File: src/rtl/msi_doorbell_pkg.sv
package msi_doorbell_pkg;
  localparam int REG_IDX_W = 3;
  localparam int BIT_POS_W = 5;

  typedef struct packed {
    logic                 setEn;
    logic [REG_IDX_W-1:0] setReg;
    logic [BIT_POS_W-1:0] setPos;
    logic                 clrEn;
    logic [REG_IDX_W-1:0] clrReg;
  } msiStrobe_t;

  function automatic logic [31:0] byteSwap(input logic [31:0] w);
    return {w[7:0], w[15:8], w[23:16], w[31:24]};
  endfunction
endpackage

File: src/rtl/msi_doorbell_ctrl.sv
module msi_doorbell_ctrl
  import msi_doorbell_pkg::*;
#(
  parameter int IBS_SHIFT = 3,
  parameter bit NARROW    = 1'b0,
  parameter int ADDR_W    = 8
) (
  input  logic              wrEn,
  input  logic [ADDR_W-1:0] wrAddr,
  input  logic [31:0]       wrData,
  input  logic              rdEn,
  input  logic [ADDR_W-1:0] rdAddr,
  output msiStrobe_t        strobe
);
  localparam int NREG = 1 << IBS_SHIFT;
  localparam int WIN  = NARROW ? 8 : 32;
  localparam int BASE = NARROW ? 16 : 4;
  localparam logic [ADDR_W-1:0] BASE_A = ADDR_W'(BASE);
  localparam logic [ADDR_W-1:0] END_A  = ADDR_W'(BASE + 4 * NREG);

  logic [IBS_SHIFT-1:0] regSel;
  logic [31:0]          bitSel;
  logic                 inWin;
  int                   topPos;

  always_comb begin
    regSel = wrData[IBS_SHIFT-1:0];
    bitSel = wrData >> IBS_SHIFT;
    inWin  = bitSel < 32'(WIN);
    topPos = NARROW ? (31 - 8 * int'(regSel)) : 31;

    strobe.setEn  = wrEn && (wrAddr == '0) && inWin;
    strobe.setReg = REG_IDX_W'(regSel);
    strobe.setPos = BIT_POS_W'(topPos - int'(bitSel[5:0]));

    strobe.clrEn  = rdEn && (rdAddr >= BASE_A) && (rdAddr < END_A) && (rdAddr[1:0] == 2'b00);
    strobe.clrReg = REG_IDX_W'((rdAddr - BASE_A) >> 2);
  end
endmodule

File: src/rtl/msi_doorbell_datapath.sv
module msi_doorbell_datapath
  import msi_doorbell_pkg::*;
#(
  parameter int IBS_SHIFT = 3,
  parameter bit NARROW    = 1'b0
) (
  input  logic                       clk,
  input  logic                       rst,
  input  msiStrobe_t                 strobe,
  output logic [31:0]                rdData,
  output logic [(1<<IBS_SHIFT)-1:0]  irqOut
);
  localparam int NREG = 1 << IBS_SHIFT;

  logic [NREG-1:0][31:0] maskedWord;
  logic [NREG-1:0]       clrHit;
  logic [31:0]           selWord;

  for (genvar i = 0; i < NREG; i++) begin : g_reg
    localparam int LANE = (24 - 8 * i) < 0 ? 0 : (24 - 8 * i);
    localparam logic [31:0] WMASK = NARROW ? (32'h0000_00FF << LANE) : 32'hFFFF_FFFF;

    logic [31:0] statQ;
    logic [31:0] setMask;

    always_comb begin
      clrHit[i] = strobe.clrEn && (strobe.clrReg == REG_IDX_W'(i));
      setMask   = (strobe.setEn && (strobe.setReg == REG_IDX_W'(i)))
                  ? ((32'd1 << strobe.setPos) & WMASK) : '0;
    end

    always_ff @(posedge clk) begin
      if (rst) statQ <= '0;
      else     statQ <= (clrHit[i] ? '0 : statQ) | setMask;
    end

    assign maskedWord[i] = statQ & WMASK;
    assign irqOut[i]     = |maskedWord[i];
  end

  always_comb begin
    selWord = '0;
    for (int i = 0; i < NREG; i++)
      if (clrHit[i]) selWord = selWord | maskedWord[i];
  end

  always_ff @(posedge clk) begin
    if (rst)              rdData <= '0;
    else if (strobe.clrEn) rdData <= byteSwap(selWord);
    else                  rdData <= '0;
  end
endmodule

File: src/rtl/msi_doorbell_bank.sv
module msi_doorbell_bank
  import msi_doorbell_pkg::*;
#(
  parameter int IBS_SHIFT = 3,
  parameter bit NARROW    = 1'b0,
  parameter int ADDR_W    = 8
) (
  input  logic                      clk,
  input  logic                      rst,
  input  logic                      wrEn,
  input  logic [ADDR_W-1:0]         wrAddr,
  input  logic [31:0]               wrData,
  input  logic                      rdEn,
  input  logic [ADDR_W-1:0]         rdAddr,
  output logic [31:0]               rdData,
  output logic [(1<<IBS_SHIFT)-1:0] irqOut
);
  msiStrobe_t strobe;

  msi_doorbell_ctrl #(.IBS_SHIFT(IBS_SHIFT), .NARROW(NARROW), .ADDR_W(ADDR_W)) u_ctrl (
    .wrEn(wrEn), .wrAddr(wrAddr), .wrData(wrData),
    .rdEn(rdEn), .rdAddr(rdAddr), .strobe(strobe)
  );

  msi_doorbell_datapath #(.IBS_SHIFT(IBS_SHIFT), .NARROW(NARROW)) u_dp (
    .clk(clk), .rst(rst), .strobe(strobe), .rdData(rdData), .irqOut(irqOut)
  );
endmodule

File: config.mk
export PLATFORM = sky130hd
export DESIGN_NAME = msi_doorbell_bank
export DESIGN_NICKNAME = d
export VERILOG_FILES = /design/src/rtl/msi_doorbell_pkg.sv /design/src/rtl/msi_doorbell_ctrl.sv /design/src/rtl/msi_doorbell_datapath.sv /design/src/rtl/msi_doorbell_bank.sv
export SDC_FILE = /design/constraint.sdc
export NUM_CORES = 1
export LEC_CHECK = 0
export BUFFER_PORTS_ARGS = -buffer_cell sky130_fd_sc_hd__buf_4
export CORE_ASPECT_RATIO = 1.75
export CORE_MARGIN = 5
export CORE_UTILIZATION = 45
export DETAILED_ROUTE_END_ITERATION = 7
export PLACE_DENSITY = 0.72
export SYNTH_ARGS = -nofsm -noshare
export SYNTH_HDL_FRONTEND = slang
export SYNTH_HIERARCHICAL = 1
export SYNTH_SLANG_ARGS = --single-unit
File: constraint.sdc
create_clock -name clk -period 2.2 [get_ports clk]
set_clock_uncertainty 0.1 [all_clocks]
set_input_delay 0.33 -clock clk [delete_from_list [all_inputs] [get_ports clk]]
set_output_delay 0.33 -clock clk [all_outputs]
set_load 0.01 [all_outputs]
==> flow_summary.toml, run 1 <==
[drt]
drt_first_pass_iters = 6
vias = 12021
drt-total-wl_um = 46300
drt_iter0_drc = 1714
wl_per_cell_um = 27.4
drc = 0
via_per_inst = 7.12
ant_nets = 0

[pwr]
vdd_drop_max_mv = 0.501
power_density_nw_per_um2 = 689
total_power_mw = 10.7
power_leakage_nw = 5.13

[timing]
maxSlewViolCount = 0
relSlewSlack_pct = 53.3
hold_violations = 0
setup_viol = 5
setup_ws_ns = -0.235
fmax_ghz = 0.411
rsz0062_at_grt = "true"
tightest_slew_ns = 0.698
period_minus_slack_ns = 2.43
period_share_pct = 111

[worst_setup_path]
r2r-end = "u_dp/rdData[22]"
timing.rr.start = "u_dp/g_reg[4].statQ[14]"
cp-endpoint = "irqOut[5]"
critPathTopFamily = "simple AND/OR/NAND/NOR gates"
cp_max_fo = 2
cp.buffers_inverters = 1
r2r_cells = 2
max_stage_delay_ns = 0.36
crit_chain = "nor4_4 -> nand4_1 -> or2_4 -> buf_6"
arrival_ns = 2.00
crit_start = "u_dp/g_reg[5].statQ[31]"
r2r_setup_slack_ns = 0.86
worstSetupStartpointType = "flop"
cp_slowest_cell = "or2_4"
crit_type = "flop to output pin"
cp.depth = 4
endpoint_kind = "output pin"
required_ns = 1.77

[cells_and_area]
nets = 1355
final_cell_mix = "258 x nor2_1, 256 x a32oi_1, 244 x dfxtp_1"
final_cells = 1688
area_growth_pct = 25.1
diodes = 0
drive_above_1_share_pct = 29.9
mostFrequentLayoutCell = "nor2_1"

[cts]
cts_hold_buffers = 0
cts_htree_levels = 1
ctsRootBufferMaster = "clkbuf_16"
cts_tree = "yes"
clk_path_buf_depth = 3
cts.reportedPaths.clkPinSlew_ns = 0.07
clk_latency_ns = 0.54
cts.sink_count = 288
cts_made_buffers = 25

[yosys]
yosysSeqAreaShare_pct = 46.6
netlist_instances = 1297
yosysWarnings = 6
syn_nets = 1351
synth.cell_area_um2 = 12400
synth_seq_cells = 288
yosysUniqueCellTypes = 37
avgSynthCellArea_um2 = 9.54

[place]
place_inst = 1633
dp_hpwl_um = 28800
globalplace.congestion = 0.925
io_buffers = 91

[hold_path]
min_path_type = "input port to flop"

[grt]
grt_pass1_vias = 11400
grt_max_degree = 106
overflow = 0
antenna_found_initial = 0
grt_first_pass_wirelength_um = 69500
track_usage_pct = 28.6

[run_status]
status = "finished, violations left"
violations = "negative setup slack"

[job]
cap_viol_max_count = 0

[floorplanning]
die-area_um2 = 31000
dieWidth_um = 135
rows = 80
core_area_um2 = 27200
start_util_pct = 45.4
pin_count = 92
die_h_um = 229
## metal layers
metal  GRT usage (%)  up-vias  share of wire, %
met5               0        -                 0
met4            24.1        0                11
met3            4.02      233               7.8
met2            47.3      868                48
met1            32.0     5794                34
li1                -     5126                 -
## how the worst min path moves through the flow
stage                                       from                 endpoint  slack, ns  cells after the start
after floorplan           u_dp/g_reg[0].statQ[5]   u_dp/g_reg[0].statQ[5]       0.37                      2
after CTS                                    rst  u_dp/g_reg[0].statQ[10]       0.01                      2
final                                        rst   u_dp/g_reg[1].statQ[2]       0.02                      2
after global routing                         rst  u_dp/g_reg[1].statQ[13]       0.03                      2
after global placement    u_dp/g_reg[0].statQ[2]   u_dp/g_reg[0].statQ[2]       0.39                      2
after detailed placement  u_dp/g_reg[6].statQ[0]   u_dp/g_reg[6].statQ[0]       0.40                      2
## timing repair
action                                  CTS  global route
setup buffers                             8             2
pin swaps                                32            38
gates resized for setup                  83            58
hold endpoints to repair                  0             0
endpoints found under the setup margin    8             8
## power breakdown
part	internal, mW	leakage, nW	switching (mW)	total (mW)
Clock	2.95	0.445	2.04	4.99
Combinational	0.153	2.34	0.330	0.483
Sequential	5.20	2.34	0.00000000000851	5.20
Total	8.30	5.13	2.37	10.7
## final cells by class
type / instances / area, um^2
Sequential cell: 288 / 5840
Clock buffer: 29 / 651
Fill cell: 2326 / 11700
Multi-Input combinational cell: 817 / 6570
Inverter: 8 / 33.8
Timing Repair Buffer: 161 / 1660
Clock inverter: 16 / 260
Tap cell: 369 / 462
## cells by family after synthesis
logic type	after synthesis	share of synthesized area, %
compound gates	416	30.0
simple gates	397	16.1
flops	288	46.6
buf+inv	192	6.97
fa+ha+maj	2	0.202
xor+xnor	1	0.0708
mux	1	0.0809
## per-stage QoR
step / utilization [%] / hold WS [ns] / setup TNS (ns) / area (um^2) / worst slack [ns]
floorplan: - / 0.371 / -0.405 / 12600 / -0.0279
global placement: 50.9 / 0.391 / -28.96 / 13900 / -0.314
detailed placement: 50.9 / 0.401 / -42.52 / 13900 / -0.347
CTS: 55.9 / 0.0142 / -0.310 / 15200 / -0.184
global route: 56.9 / 0.0335 / -0.580 / 15500 / -0.247
finish: 56.9 / 0.0220 / -0.418 / 15500 / -0.235
## state kept, by name, indices dropped and copies added (netlist names)
signal,cells
u_dp/g.statQ,256
u_dp/rdData,32
## cells in the mapped netlist
cell,n,share of area (%)
dfxtp_1,288,47
nor2_1,259,7.9
a32oi_1,256,18
a22oi_1,128,7.8
clkbuf_1,100,3.0
nor4_1,68,3.4
buf_2,67,2.7
a41oi_2,30,3.9
nand4_1,19,0.96
inv_1,8,0.24
or2_2,8,0.40
buf_4,7,0.42
and4b_1,6,0.49
buf_1,5,0.15
buf_6,4,0.36
and3b_1,3,0.21
and4bb_1,3,0.30
nand4b_1,3,0.21
nand4bb_1,3,0.27
nor2b_1,3,0.15
nor3b_2,3,0.30
nor4_2,3,0.30
nor4b_2,3,0.36
nor4bb_1,3,0.24
a41oi_1,2,0.14
and3_1,2,0.10
and4_1,2,0.14
ha_1,2,0.20
and2_1,1,0.051
clkbuf_2,1,0.040
mux2i_1,1,0.081
nand2b_1,1,0.051
nor3_1,1,0.040
nor3_2,1,0.081
or3_1,1,0.051
or4b_1,1,0.081
xor2_1,1,0.071
(Power assumes the default switching activity.)
==> run 2: changes to the inputs <==
--- a/config.mk
+++ b/config.mk
@@ -10,7 +10,7 @@
 export CORE_MARGIN = 5
 export CORE_UTILIZATION = 45
 export DETAILED_ROUTE_END_ITERATION = 7
-export PLACE_DENSITY = 0.72
+export PLACE_DENSITY = 0.7
 export SYNTH_ARGS = -nofsm -noshare
 export SYNTH_HDL_FRONTEND = slang
 export SYNTH_HIERARCHICAL = 1
==> constraint.sdc (replaced) <==
create_clock -name clk -period 2.9 [get_ports clk]
set_clock_uncertainty 0.1 [all_clocks]
set_input_delay 0.435 -clock clk [delete_from_list [all_inputs] [get_ports clk]]
set_output_delay 0.435 -clock clk [all_outputs]
set_load 0.01 [all_outputs]
==> flow_summary.toml, run 2 (same netlist as run 1, synthesis figures left out) <==
[run_status]
status = "finished, final reports clean"

[cts]
clk_path_buf_depth = 3
cts_setup_buffers = 0
cts.reportedPaths.clkPinSlew_ns = 0.07
post_cts_resize_count = 0
clk_latency_ns = 0.54
ctsRootBufferMaster = "clkbuf_16"
cts_htree_levels = 1
cts_made_buffers = 25
cts_hold_buffers = 0
cts_tree = "yes"
cts.sink_count = 288

[worst_setup_path]
required_ns = 2.37
cp_slowest_cell = "nor4_1"
crit_chain = "nor4_1 -> nand4_1 -> or2_2 -> buf_4"
worstSetupStartpointType = "flop"
endpoint_kind = "output pin"
max_stage_delay_ns = 0.44
arrival_ns = 2.06
crit_type = "flop to output pin"
cp_max_fo = 3

[floorplanning]
core_area_um2 = 27200
start_util_pct = 45.4
rows = 80
pin_count = 92
die-area_um2 = 31000
die_h_um = 229
dieWidth_um = 135

[timing]
setup_viol = 0
setup_tns_ns = 0
period_share_pct = 89.4
hold_violations = 0
tightest_slew_ns = 0.675
period_minus_slack_ns = 2.59
maxSlewViolCount = 0
relSlewSlack_pct = 55.0
rsz0062_at_grt = "false"
fmax_ghz = 0.386

[drt]
vias = 11646
drt_iter0_drc = 1653
drt-total-wl_um = 42400
drt_first_pass_iters = 6
drc = 0
ant_nets = 0
via_per_inst = 6.93
wl_per_cell_um = 25.2

[grt]
grt_pass1_vias = 10766
grt_first_pass_wirelength_um = 64300
grt_max_degree = 138
antenna_found_initial = 1
track_usage_pct = 25.9
overflow = 0

[cells_and_area]
fillers = 2495
nets = 1348
largest_register = "u_dp/g.statQ"
final_cell_mix = "288 x dfxtp_1, 258 x nor2_1, 256 x a32oi_1"
drive_above_1_share_pct = 19.3
largest_reg_flops = 256
final_cells = 1681
mostFrequentLayoutCell = "dfxtp_1"
regArea_um2 = 5770
diodes = 0
top_regs = "u_dp/g.statQ: 256 flops, u_dp/rdData: 32 flops"
area_growth_pct = 16.3
multi_input_comb_area_um2 = 5860

[pwr]
sw_frac_of_total_pct = 22.7
power_leakage_nw = 4.75
p_int_mw = 5.98
combPwrFrac_pct = 4.4
vdd_drop_max_mv = 0.367
clock_power_share_pct = 44.6
power.sequential.fraction_pct = 51.1
netSwitchingPower_mw = 1.76
power_density_nw_per_um2 = 538

[place]
globalplace.congestion = 0.903
dp_hpwl_um = 26700
place_inst = 1636
io_buffers = 91

[job]
cap_viol_max_count = 0

[hold_path]
min_path_type = "input port to flop"
## run 2: final timing paths
path                                  to               startpoint  cells after the start  slack, ns
setup / recovery               irqOut[1]  u_dp/g_reg[1].statQ[26]                      4       0.31
hold / removal    u_dp/g_reg[3].statQ[8]                      rst                      2       0.18
hold reg to reg   u_dp/g_reg[1].statQ[9]   u_dp/g_reg[1].statQ[9]                      2       0.42
setup reg to reg         u_dp/rdData[28]   u_dp/g_reg[2].statQ[4]                      2       1.73
## run 2: metal layers
metal  track usage (%)  part of all wire [%]  vias to the layer above
li1                  -                     -                     5123
met1              30.7                    36                     5677
met2              43.9                    50                      715
met3              2.64                   7.2                      131
met4              17.0                   7.4                        0
met5                 0                     0                        -
## run 2: worst max-delay path: cells and delay by family (launching register included)
family | cells | cell delay [ns]
AND/OR/NAND/NOR | 3 | 1.04
flip-flops | 1 | 0.33
buffers and inverters | 1 | 0.16
## run 2: power by group through the flow
stage	clock network [mW]	logic (mW)	registers (mW)
after floorplan	0	0.186	4.04
after global placement	0	0.327	4.04
after detailed placement	0	0.328	4.04
after global routing	3.63	0.352	3.95
final	3.45	0.338	3.95
after CTS	3.47	0.329	3.95
## run 2: metrics by stage
stage	worst slack, ns	hold WS (ns)	cell area (um^2)	total power [mW]	utilization, %
floorplan	0.449	0.376	12400	4.23	-
global placement	0.184	0.390	13600	4.37	49.8
detailed placement	0.106	0.403	13600	4.37	49.8
CTS	0.350	0.165	14400	7.75	52.9
global route	0.260	0.189	14400	7.93	52.9
finish	0.306	0.176	14400	7.74	52.9
## run 2: final cells by class
class	instances	area share (%)
clock buffers	34	5.00
clock inverters	11	0.861
inverters	8	0.209
multi-input cells	817	40.7
flip-flops and latches	288	40.1
well taps	369	3.21
repair buffers	154	9.97
